## src/rtl/attr_pkg.sv

```systemverilog
package attr_pkg;
  localparam int SLOTS   = 15;
  localparam int SLOT_W  = $clog2(SLOTS);
  localparam int CODE_W  = 3;

  // Lit slots per sub-period for each brightness code.
  function automatic logic [SLOT_W-1:0] duty_of(input logic [CODE_W-1:0] code);
    logic [SLOT_W-1:0] d;
    case (code)
      3'd0:    d = 4'd15;
      3'd1:    d = 4'd12;
      3'd2:    d = 4'd8;
      3'd3:    d = 4'd6;
      3'd4:    d = 4'd4;
      3'd5:    d = 4'd3;
      3'd6:    d = 4'd2;
      default: d = 4'd0;
    endcase
    return d;
  endfunction
endpackage

```

## src/rtl/attr_prescaler.sv

```systemverilog
module attr_prescaler #(
  parameter int PERIOD = 28672,
  localparam int PH_W = $clog2(PERIOD),
  localparam int HALF = PERIOD / 2
) (
  input  logic            clk,
  input  logic            rst_n,
  input  logic            tick,
  output logic [PH_W-1:0] phase,
  output logic            wave_on
);
  localparam logic [PH_W-1:0] LAST   = PH_W'(PERIOD - 1);
  localparam logic [PH_W-1:0] HALF_L = PH_W'(HALF - 1);

  always_ff @(posedge clk) begin
    if (!rst_n) begin
      phase   <= '0;
      wave_on <= 1'b1;
    end else if (tick) begin
      if (phase == LAST) begin
        phase   <= '0;
        wave_on <= 1'b1;
      end else begin
        phase <= phase + 1'b1;
        if (phase == HALF_L) wave_on <= 1'b0;
      end
    end
  end
endmodule

```

## src/rtl/attr_duty_gen.sv

```systemverilog
module attr_duty_gen
  import attr_pkg::*;
(
  input  logic              clk,
  input  logic              rst_n,
  input  logic              tick,
  input  logic [CODE_W-1:0] bright_code,
  output logic [SLOT_W-1:0] slot,
  output logic              lit
);
  localparam logic [SLOT_W-1:0] SLOT_LAST = SLOT_W'(SLOTS - 1);

  always_ff @(posedge clk) begin
    if (!rst_n)                  slot <= '0;
    else if (tick) begin
      if (slot == SLOT_LAST)     slot <= '0;
      else                       slot <= slot + 1'b1;
    end
  end

  // Lit slots lead the sub-period.
  assign lit = (slot < duty_of(bright_code));
endmodule

```

## src/rtl/attr_mask_sel.sv

```systemverilog
module attr_mask_sel #(
  parameter int DIGITS = 8,
  localparam int IDX_W = $clog2(DIGITS)
) (
  input  logic              flash_en,
  input  logic              blink_en,
  input  logic [DIGITS-1:0] flash_mask,
  input  logic [IDX_W-1:0]  digit_idx,
  output logic              gated
);
  logic [DIGITS-1:0] gate_vec;

  for (genvar d = 0; d < DIGITS; d++) begin : g_dig
    // Blink covers every digit; flash only marked ones.
    assign gate_vec[d] = blink_en | (flash_en & flash_mask[d]);
  end

  assign gated = gate_vec[digit_idx];
endmodule

```

## src/rtl/attr_gate.sv

```systemverilog
module attr_gate
  import attr_pkg::*;
#(
  parameter int PERIOD = 28672,
  parameter int DIGITS = 8,
  localparam int IDX_W = $clog2(DIGITS),
  localparam int PH_W  = $clog2(PERIOD)
) (
  input  logic              clk,
  input  logic              rst_n,
  input  logic              tick,
  input  logic [CODE_W-1:0] bright_code,
  input  logic              flash_en,
  input  logic              blink_en,
  input  logic [DIGITS-1:0] flash_mask,
  input  logic [IDX_W-1:0]  digit_idx,
  output logic              col_en
);
  logic [PH_W-1:0]   phase;
  logic              wave_on;
  logic [SLOT_W-1:0] slot;
  logic              lit;
  logic              gated;

  attr_prescaler #(.PERIOD(PERIOD)) u_pre (
    .clk(clk), .rst_n(rst_n), .tick(tick),
    .phase(phase), .wave_on(wave_on)
  );

  attr_duty_gen u_duty (
    .clk(clk), .rst_n(rst_n), .tick(tick),
    .bright_code(bright_code), .slot(slot), .lit(lit)
  );

  attr_mask_sel #(.DIGITS(DIGITS)) u_sel (
    .flash_en(flash_en), .blink_en(blink_en),
    .flash_mask(flash_mask), .digit_idx(digit_idx), .gated(gated)
  );

  assign col_en = lit & (wave_on | ~gated);
endmodule

```

## config.mk

```make
export PLATFORM = sky130hd
export DESIGN_NAME = attr_gate
export DESIGN_NICKNAME = d
export VERILOG_FILES = /design/src/rtl/attr_pkg.sv /design/src/rtl/attr_prescaler.sv /design/src/rtl/attr_duty_gen.sv /design/src/rtl/attr_mask_sel.sv /design/src/rtl/attr_gate.sv
export SDC_FILE = /design/constraint.sdc
export NUM_CORES = 1
export LEC_CHECK = 0
export CAP_MARGIN = 20
export CELL_PAD_IN_SITES_DETAIL_PLACEMENT = 0
export CELL_PAD_IN_SITES_GLOBAL_PLACEMENT = 1
export CORE_UTILIZATION = 25
export CTS_CLUSTER_DIAMETER = 60
export DETAILED_ROUTE_END_ITERATION = 6
export DONT_BUFFER_PORTS = 1
export PLACE_DENSITY = 0.55
export SLEW_MARGIN = 25
export SYNTH_ARGS = -nofsm -noshare
export SYNTH_HDL_FRONTEND = slang
export SYNTH_SLANG_ARGS = --single-unit
```

## constraint.sdc

```tcl
create_clock -name clk -period 1.6 [get_ports clk]
set_input_delay 0.24 -clock clk [delete_from_list [all_inputs] [get_ports clk]]
set_output_delay 0.24 -clock clk [all_outputs]
set_load 0.005 [all_outputs]
```

==> results_dict.tcl, run 1 <==
set metrics [dict create \
    yosys-top-cells-area "dfxtp_1, xnor2_1, ha_1" \
    max_freq_mhz 646 \
    grt_usage 0.110 \
    cts.path.max_buffers 2 \
    die_x_um 68.1 \
    yosysSeqAreaShare 0.367 \
    initial_core_util 0.267 \
    die_area_um2 4630 \
    drv_slew 0 \
    outcome "completed" \
    finalSetupViolCount 0 \
    rows 23 \
    grt_overflow 0 \
    drt-pass1-iter-count 4 \
    finalPower_mw 1.13 \
    cts_hold_buf 0 \
    hpwlAfterDp_um 1670 \
    layout_common_cells "dfxtp_1, nor2_1, buf_4, xnor2_1" \
    cp.required_ps 1360 \
    finalHoldViolCount 0 \
    hold_class "in2reg" \
    placed_area_um2 1210 \
    leakagePower_nw 0.465 \
    portBuffers 0 \
    ys.flop_type "dfxtp_1" \
    vias 917 \
    die_h_um 68.1 \
    synth_top_area_cell "dfxtp_1" \
    io_pins 20 \
    core_area_um2 4090 \
    cts_num_sinks 20 \
    yosysWarningCount 0 \
    nets 161 \
    synth_cells 126 \
    p_int_uw 904 \
    cts-root-buf "clkbuf_8" \
    p_switching_uw 223 \
    route.detailed.drc 0 \
    worst_ep_arrival_time_ps 1310 \
    fin_area_um2 1380 \
    rsz0062_at_grt "true" \
    maxSlewHeadroom 0.787 \
    vdd_drop_max_mv 0.339 \
    synth_edf_count 0 \
    avgSynthCellArea_um2 8.66 \
    period_share 0.967 \
    critPathKind "reg2out" \
    numCtsBuffers 3 \
    clk_pin_slew_ps 80 \
    place_inst 180 \
    mostFrequentLayoutCell "dfxtp_1" \
    p_per_area_nw_per_um2 816 \
    worst_slack_ps 52.8 \
    tightest_slew_ps 316 \
    syn2layout_area_growth_pct 26.6 \
    comb_power_share 0.090 \
    clkLatencyLatePin_ps 260 \
    min_period_ps 1550 \
    worst_setup_path_end_kind "output port" \
    grt_pass1_vias 886 \
    synth_top_area_frac 0.367 \
    wl_per_cell_um 12.5 \
    use_met1 0.135 \
    grt_max_degree 13 \
    final_antenna_net_count 0 \
    antenna_found_initial 0 \
    cp_max_fo 4 \
    use_met2 0.184 \
    skew_ps 4.12 \
    yosysUniqueCellTypes 32 \
    p_clk_frac 0.452 \
    netSwitchingFraction 0.198 \
    synth_area_um2 1090 \
    dr.first_iter.drc_count 25 \
    dp_slack_ps 15.1 \
    tritoncts "done" \
    critPathLaunchType "flip-flop" \
    r2r_slack_ps 80 \
    async_reset_ff_frac 0 \
    routabilityCongestion 0.732 \
    p_seq_frac 0.458 \
    grt_pass1_wl_um 3820 \
    syn-num-nets 149 \
    num_antenna_cells 0 \
    drt_wl_total_um 2340 \
    drv_cap 0 \
    busiest_layer "met2" \
    synth-seq-cells 20 \
    met3_usage 0.0200 \
    viasPerCell 4.90 \
    fin_tns_setup_ps 0 \
    drive_gt1_frac 0.263 \
    cts_max_level 1 \
    finalNonFillerCells 187 \
]
flip-flops by register name, indices dropped and copies added, names as in the netlist:
signal and count:
u_duty.slot 4, u_pre.phase 15, u_pre.wave_on 1
worst max-delay path: stages, from the launching register on:
cell and delay (ps):
dfxtp_4 370, ha_4 240, a221oi_2 240, and3_1 190
stage by stage:
stage                     hold WS [ps]   util
final                             95.9  0.338
after global routing              86.9  0.338
after CTS                         88.9  0.322
after detailed placement           366  0.295
after global placement             364  0.295
after floorplan                    464      -
cells by family (layout without fill, tap and decap cells):
| logic type | count (synthesis) | count (layout) | share of synthesized area |
|---|---|---|---|
| AO/OA/AOI/OAI | 17 | 17 | 0.0998 |
| XOR/XNOR | 15 | 15 | 0.120 |
| adder cells (fa/ha/maj) | 4 | 4 | 0.0459 |
| buffers and inverters | 9 | 20 | 0.0344 |
| flip-flops | 20 | 20 | 0.367 |
| multiplexers | 4 | 4 | 0.0619 |
| AND/OR/NAND/NOR | 57 | 57 | 0.271 |
cells in the mapped netlist (3+ instances only):
master / instances
ha_1: 4
xor2_1: 3
a21oi_1: 4
nor2_1: 13
buf_2: 3
and2_1: 5
xnor2_1: 12
dfxtp_1: 20
nor4_1: 5
nand4_1: 3
inv_1: 4
nand3_1: 9
o21ai_0: 5
nor3_1: 4
nand2_1: 9
metal layers:
metal,routed length [um],vias up
met4,10,0
met1,1110,417
met3,164,2
met2,1060,28
li1,-,470
met5,0,-
power by group through the flow:
stage                     Sequential (mW)  Clock, mW  Combinational, mW
after floorplan                     0.524          0             0.0673
after global placement              0.526          0             0.0781
after detailed placement            0.527          0             0.0807
after CTS                           0.514      0.524             0.0883
after global routing                0.518      0.548              0.115
final                               0.516      0.509              0.102
path summary, 6_finish.rpt:
kind | cells after the start | to | from
worst max register to register | 5 | u_pre.phase[14] | u_pre.phase[1]
worst min-delay path | 1 | u_duty.slot[1] | rst_n
worst max-delay path | 3 | col_en | u_duty.slot[3]
worst min register to register | 2 | u_pre.phase[1] | u_pre.phase[1]
what timing repair did:
item                                    4_1_cts  5_1_grt
pin swaps                                     2        4
endpoints found under the setup margin        1        6
gates resized for setup                       6       11
setup buffers                                 0        3
area by class of cell:
cell class	instances	area (um^2)
clock buffer	3	41.3
clock inverter	1	30.0
fill	427	2710
inverter	4	15.0
multi-input combinational	97	733
sequential	20	409
tap	50	62.6
timing repair buffer	12	90.1
No activity file was read; power rests on OpenSTA's default activity.
==> run 2, diff against run 1 <==
--- a/config.mk
+++ b/config.mk
@@ -5,14 +5,16 @@
 export SDC_FILE = /design/constraint.sdc
 export NUM_CORES = 1
 export LEC_CHECK = 0
+export ABC_AREA = 1
 export CAP_MARGIN = 20
 export CELL_PAD_IN_SITES_DETAIL_PLACEMENT = 0
 export CELL_PAD_IN_SITES_GLOBAL_PLACEMENT = 1
+export CORE_MARGIN = 1
 export CORE_UTILIZATION = 25
 export CTS_CLUSTER_DIAMETER = 60
 export DETAILED_ROUTE_END_ITERATION = 6
 export DONT_BUFFER_PORTS = 1
-export PLACE_DENSITY = 0.55
+export PLACE_DENSITY = 0.57
 export SLEW_MARGIN = 25
 export SYNTH_ARGS = -nofsm -noshare
 export SYNTH_HDL_FRONTEND = slang
==> results_dict.tcl, run 2 <==
set metrics [dict create \
    use_met2 0.169 \
    p_per_area_nw_per_um2 702 \
    viasPerCell 4.39 \
    leakagePower_nw 0.585 \
    rsz0062_at_grt "true" \
    outcome "completed" \
    synth_top_family_by_area "simple AND/OR/NAND/NOR gates" \
    route.detailed.drc 0 \
    clk_pin_slew_ps 70 \
    synth_cells 185 \
    final_antenna_net_count 0 \
    drv_slew 0 \
    synth_top_area_frac 0.329 \
    syn-num-nets 208 \
    vdd_drop_max_mv 0.283 \
    min_period_ps 1540 \
    nets 211 \
    critPathKind "in2out" \
    synth_top_area_cell "dfxtp_1" \
    die_area_um2 5160 \
    yosysMostFrequentCell "nand2_1" \
    portBuffers 0 \
    synth_area_um2 1220 \
    placed_area_um2 1270 \
    ys.flop_type "dfxtp_1" \
    synthSimpleGateAreaFrac 0.423 \
    die_x_um 71.8 \
    worst_slack_ps 61.9 \
    yosys-top-cells-count "nand2_1, inv_1, nor2_1, dfxtp_1, nand3_1" \
    cts_hold_buf 0 \
    dp_slack_ps -53.4 \
    grt_pass1_vias 999 \
    synth_compound_area_frac 0.0657 \
    largest_reg_flops 15 \
    yosysSeqAreaShare 0.329 \
    drt_wl_total_um 2300 \
    drv_cap 0 \
    ff2ff_path_depth 10 \
    synth_edf_count 0 \
    drive_gt1_frac 0.118 \
    num_antenna_cells 0 \
    yosysWarningCount 0 \
    reg_top3 "u_pre.phase (15), u_duty.slot (4), u_pre.wave_on (1)" \
    r2r_slack_ps 170 \
    synth_fa_ha_area_frac 0.0411 \
    maxSlewHeadroom 0.746 \
    cp_max_fo 3 \
    async_reset_ff_frac 0 \
    grt_overflow 0 \
    routabilityCongestion 0.673 \
    cts-root-buf "clkbuf_8" \
    synth-seq-cells 20 \
    cts_max_level 1 \
    largest-register "u_pre.phase" \
    skew_ps 1.95 \
    tritoncts "done" \
    hold_path.startpoint "tick" \
    syn2layout_area_growth_pct 9.45 \
    drt-pass1-iter-count 3 \
    cts_num_sinks 20 \
    cts.path.max_buffers 2 \
    whs_ps 71.2 \
    hpwlAfterDp_um 1830 \
    finalPower_uw 936 \
    clkLatencyLatePin_ps 250 \
    io_pins 20 \
    dr.first_iter.drc_count 41 \
    period_share 0.961 \
    tightest_slew_ps 377 \
    utilization 0.284 \
    rr_endpoint "u_pre.phase[14]" \
    busiest_layer "met2" \
    grt_usage 0.101 \
    use_met1 0.132 \
    core_area_um2 4690 \
    cp.required_ps 1360 \
    synthMuxAreaShare 0 \
    wl_per_cell_um 9.59 \
    worst_ep_arrival_time_ps 1300 \
    fin_area_um2 1330 \
    reg2reg_from "u_pre.phase[1]" \
    mostFrequentLayoutCell "nand2_1" \
    max_freq_mhz 650 \
    holdPathEnd "u_pre.phase[1]" \
    hold_class "in2reg" \
    critPathLaunchType "input pin" \
    synth_xor_area_frac 0.0431 \
    worst_setup_path_end_kind "output port" \
    yosys-top-cells-area "dfxtp_1, nand2_1, inv_1" \
    die_h_um 71.8 \
    avgSynthCellArea_um2 6.59 \
    post_cts_buffers 0 \
    rows 25 \
    yosysUniqueCellTypes 24 \
    grt_max_degree 11 \
    layout_common_cells "nand2_1, inv_1, nor2_1, dfxtp_1, nand3_1" \
    finalSetupViolCount 0 \
    grt_pass1_wl_um 4160 \
    vias 1054 \
    antenna_found_initial 0 \
    initial_core_util 0.260 \
    finalHoldViolCount 0 \
    numCtsBuffers 3 \
    min_path_cells 1 \
    met3_usage 0.0141 \
]
run 2: changes by cell type in the layout (fill, tap and decap cells not counted), moves of 5 or more:
cell / delta
a21oi_1: +5
and2_1: -5
buf_4: -12
inv_1: +20
nand2_1: +39
nand3_1: +5
nor2_1: +8
nor3_1: +8
nor4_1: -5
xnor2_1: -8
run 2: repair_timing:
| action | CTS | global route |
|---|---|---|
| pin swaps | 5 | 8 |
| gates resized for setup | 2 | 9 |
| endpoints found under the setup margin | 1 | 3 |
run 2: final cells by class:
type	instances	area, um^2
clock buffers	3	41.3
fillers	532	3360
inverters	28	113
multi-input cells	135	711
flip-flops and latches	20	402
well taps	54	67.6
run 2: worst max path at each step:
stage | start | endpoint | slack [ps] | depth (start not counted)
after detailed placement | bright_code[1] | col_en | -50 | 10
after floorplan | bright_code[1] | col_en | 30 | 10
after CTS | bright_code[1] | col_en | 10 | 10
after global routing | bright_code[1] | col_en | -40 | 10
after global placement | bright_code[1] | col_en | -40 | 10
final | bright_code[1] | col_en | 60 | 10
run 2: layer usage:
metal	wire (um)	up-vias
met4	29	0
met5	0	-
met2	1080	12
met1	1120	454
met3	70	4
li1	-	584
run 2: kinds of logic (layout without fill, tap and decap cells):
kind of cell	Yosys count	in the layout
simple gates	110	110
compound gates	15	15
xor+xnor	6	6
buf+inv	30	31
flops	20	20
fa+ha+maj	4	4
run 2: critical path: stages:
cell	delay, ps
inv_8	10
or2_4	240
nand2_2	60
xor2_1	150
ha_1	240
nand2_1	70
nand2_1	50
a21boi_1	110
nand2_1	80
inv_2	50
run 2: through the flow:
| stage | TNS (ps) | std cells |
|---|---|---|
| after floorplan | 0 | 185 |
| after global placement | -39.5 | 237 |
| after detailed placement | -53.4 | 237 |
| after CTS | 0 | 240 |
| after global routing | -35.3 | 240 |
| final | 0 | 240 |
run 2: where the power goes:
| part | internal [mW] | total [mW] | switching (mW) |
|---|---|---|---|
| combinational | 0.0397 | 0.0946 | 0.0549 |
| sequential | 0.507 | 0.516 | 0.00872 |
| clock | 0.168 | 0.326 | 0.158 |
==> run 3, diff against run 2 <==
--- a/config.mk
+++ b/config.mk
@@ -14,7 +14,7 @@
 export CTS_CLUSTER_DIAMETER = 60
 export DETAILED_ROUTE_END_ITERATION = 6
 export DONT_BUFFER_PORTS = 1
-export PLACE_DENSITY = 0.57
+export PLACE_DENSITY = 0.55
 export SLEW_MARGIN = 25
 export SYNTH_ARGS = -nofsm -noshare
 export SYNTH_HDL_FRONTEND = slang
==> constraint.sdc (replaced) <==
create_clock -name clk -period 1.9 [get_ports clk]
set_input_delay 0.285 -clock clk [delete_from_list [all_inputs] [get_ports clk]]
set_output_delay 0.285 -clock clk [all_outputs]
set_load 0.005 [all_outputs]
==> results_dict.tcl, run 3 (same netlist as run 2, synthesis figures left out) <==
set metrics [dict create \
    largest_reg_flops 15 \
    die_x_um 71.8 \
    reg2reg_from "u_pre.phase[0]" \
    period_share 0.897 \
    final_antenna_net_count 0 \
    grt_overflow 0 \
    worst_slack_ps 196 \
    drt_wl_total_um 2380 \
    r2r_slack_ps 410 \
    io_pins 20 \
    clk_pin_slew_ps 80 \
    cp_max_fo 3 \
    finalSetupViolCount 0 \
    nets 211 \
    core_area_um2 4690 \
    portBuffers 0 \
    grt_max_degree 12 \
    route.detailed.drc 0 \
    p_per_area_nw_per_um2 629 \
    cts.path.max_buffers 2 \
    rsz0062_at_grt "false" \
    cts-root-buf "clkbuf_8" \
    tritoncts "done" \
    vias 1081 \
    maxSlewHeadroom 0.752 \
    min_period_ps 1700 \
    worst_setup_path_end_kind "output port" \
    grt_usage 0.103 \
    mostFrequentLayoutCell "nand2_1" \
    cts_num_sinks 20 \
    worst_ep_arrival_time_ps 1420 \
    initial_core_util 0.260 \
    hold_path.startpoint "tick" \
    finalPower_uw 834 \
    routabilityCongestion 0.758 \
    drt-pass1-iter-count 4 \
    fin_tns_setup_ps 0 \
    finalHoldViolCount 0 \
    largest-register "u_pre.phase" \
    die_area_um2 5160 \
    post_cts_buffers 0 \
    viasPerCell 4.49 \
    numCtsBuffers 3 \
    grt_pass1_vias 1029 \
    reg_top3 "u_pre.phase (15), u_duty.slot (4), u_pre.wave_on (1)" \
    vdd_drop_max_mv 0.523 \
    skew_ps 4.66 \
    grt_pass1_wl_um 4260 \
    rr_endpoint "u_pre.phase[14]" \
    num_antenna_cells 0 \
    hpwlAfterDp_um 1920 \
    clkLatencyLatePin_ps 250 \
    dr.first_iter.drc_count 12 \
    max_freq_mhz 587 \
    ff2ff_path_depth 10 \
    drv_slew 0 \
    min_path_cells 1 \
    critPathLaunchType "input pin" \
    holdPathEnd "u_pre.phase[1]" \
    rows 25 \
    critPathKind "in2out" \
    drv_cap 0 \
    cts_max_level 1 \
    antenna_found_initial 0 \
    fill_cells 530 \
    wl_per_cell_um 9.87 \
    die_h_um 71.8 \
    syn2layout_area_growth_pct 8.83 \
    outcome "completed" \
    register_area_um2 400 \
    hold_class "in2reg" \
    tightest_slew_ps 370 \
    drive_gt1_frac 0.0963 \
    layout_common_cells "nand2_1, inv_1, nor2_1, dfxtp_1, nand3_1" \
    cp.required_ps 1620 \
    leakagePower_nw 0.592 \
    dp_slack_ps 143 \
    multi_input_area_um2 698 \
]
==> run 3: metal layers <==
metal | track usage | part of all wire | vias up
met5 | 0 | 0 | -
met4 | 0.0131 | 0.0034 | 0
met3 | 0.0352 | 0.058 | 2
met2 | 0.170 | 0.46 | 19
met1 | 0.134 | 0.48 | 474
li1 | - | - | 586
==> run 3: stage by stage <==
step,std cells,area (um^2),hold WS [ps],utilization
floorplan,185,1220,409,-
global placement,237,1270,381,0.271
detailed placement,237,1270,386,0.271
CTS,241,1330,103,0.283
global route,241,1330,103,0.283
finish,241,1330,113,0.283
==> run 3: worst max path at each step <==
stage,start,to,slack [ps],cells after the start
2_1_floorplan,bright_code[1],col_en,240,10
3_3_place_gp,bright_code[1],col_en,180,10
3_5_place_dp,bright_code[1],col_en,140,10
4_1_cts,bright_code[1],col_en,130,10
5_1_grt,bright_code[1],col_en,50,10
6_report,bright_code[1],col_en,200,10
==> run 3: cell type report <==
class                      count  share of cell area
clock buffer                   4              0.0415
inverter                      28              0.0792
multi-input combinational    135               0.526
sequential                    20               0.302
tap                           54              0.0509
==> run 3: what timing repair did <==
item / in CTS / in global routing
hold buffers: 0 / 0
hold endpoints to repair: 0 / 0
resized for setup: 0 / 1
setup endpoints to repair: 0 / 1
==> run 3: critical path: stages <==
cell and delay, ps:
inv_1 30, or2_2 280, nand2_1 80, xor2_1 160, ha_1 240, nand2_1 60, nand2_1 40, a21boi_1 110
nand2_1 60, inv_1 60
==> run 3: power by group <==
part           switching [mW]  internal [mW]
Clock                   0.140          0.184
Combinational          0.0453         0.0309
Sequential            0.00716          0.427
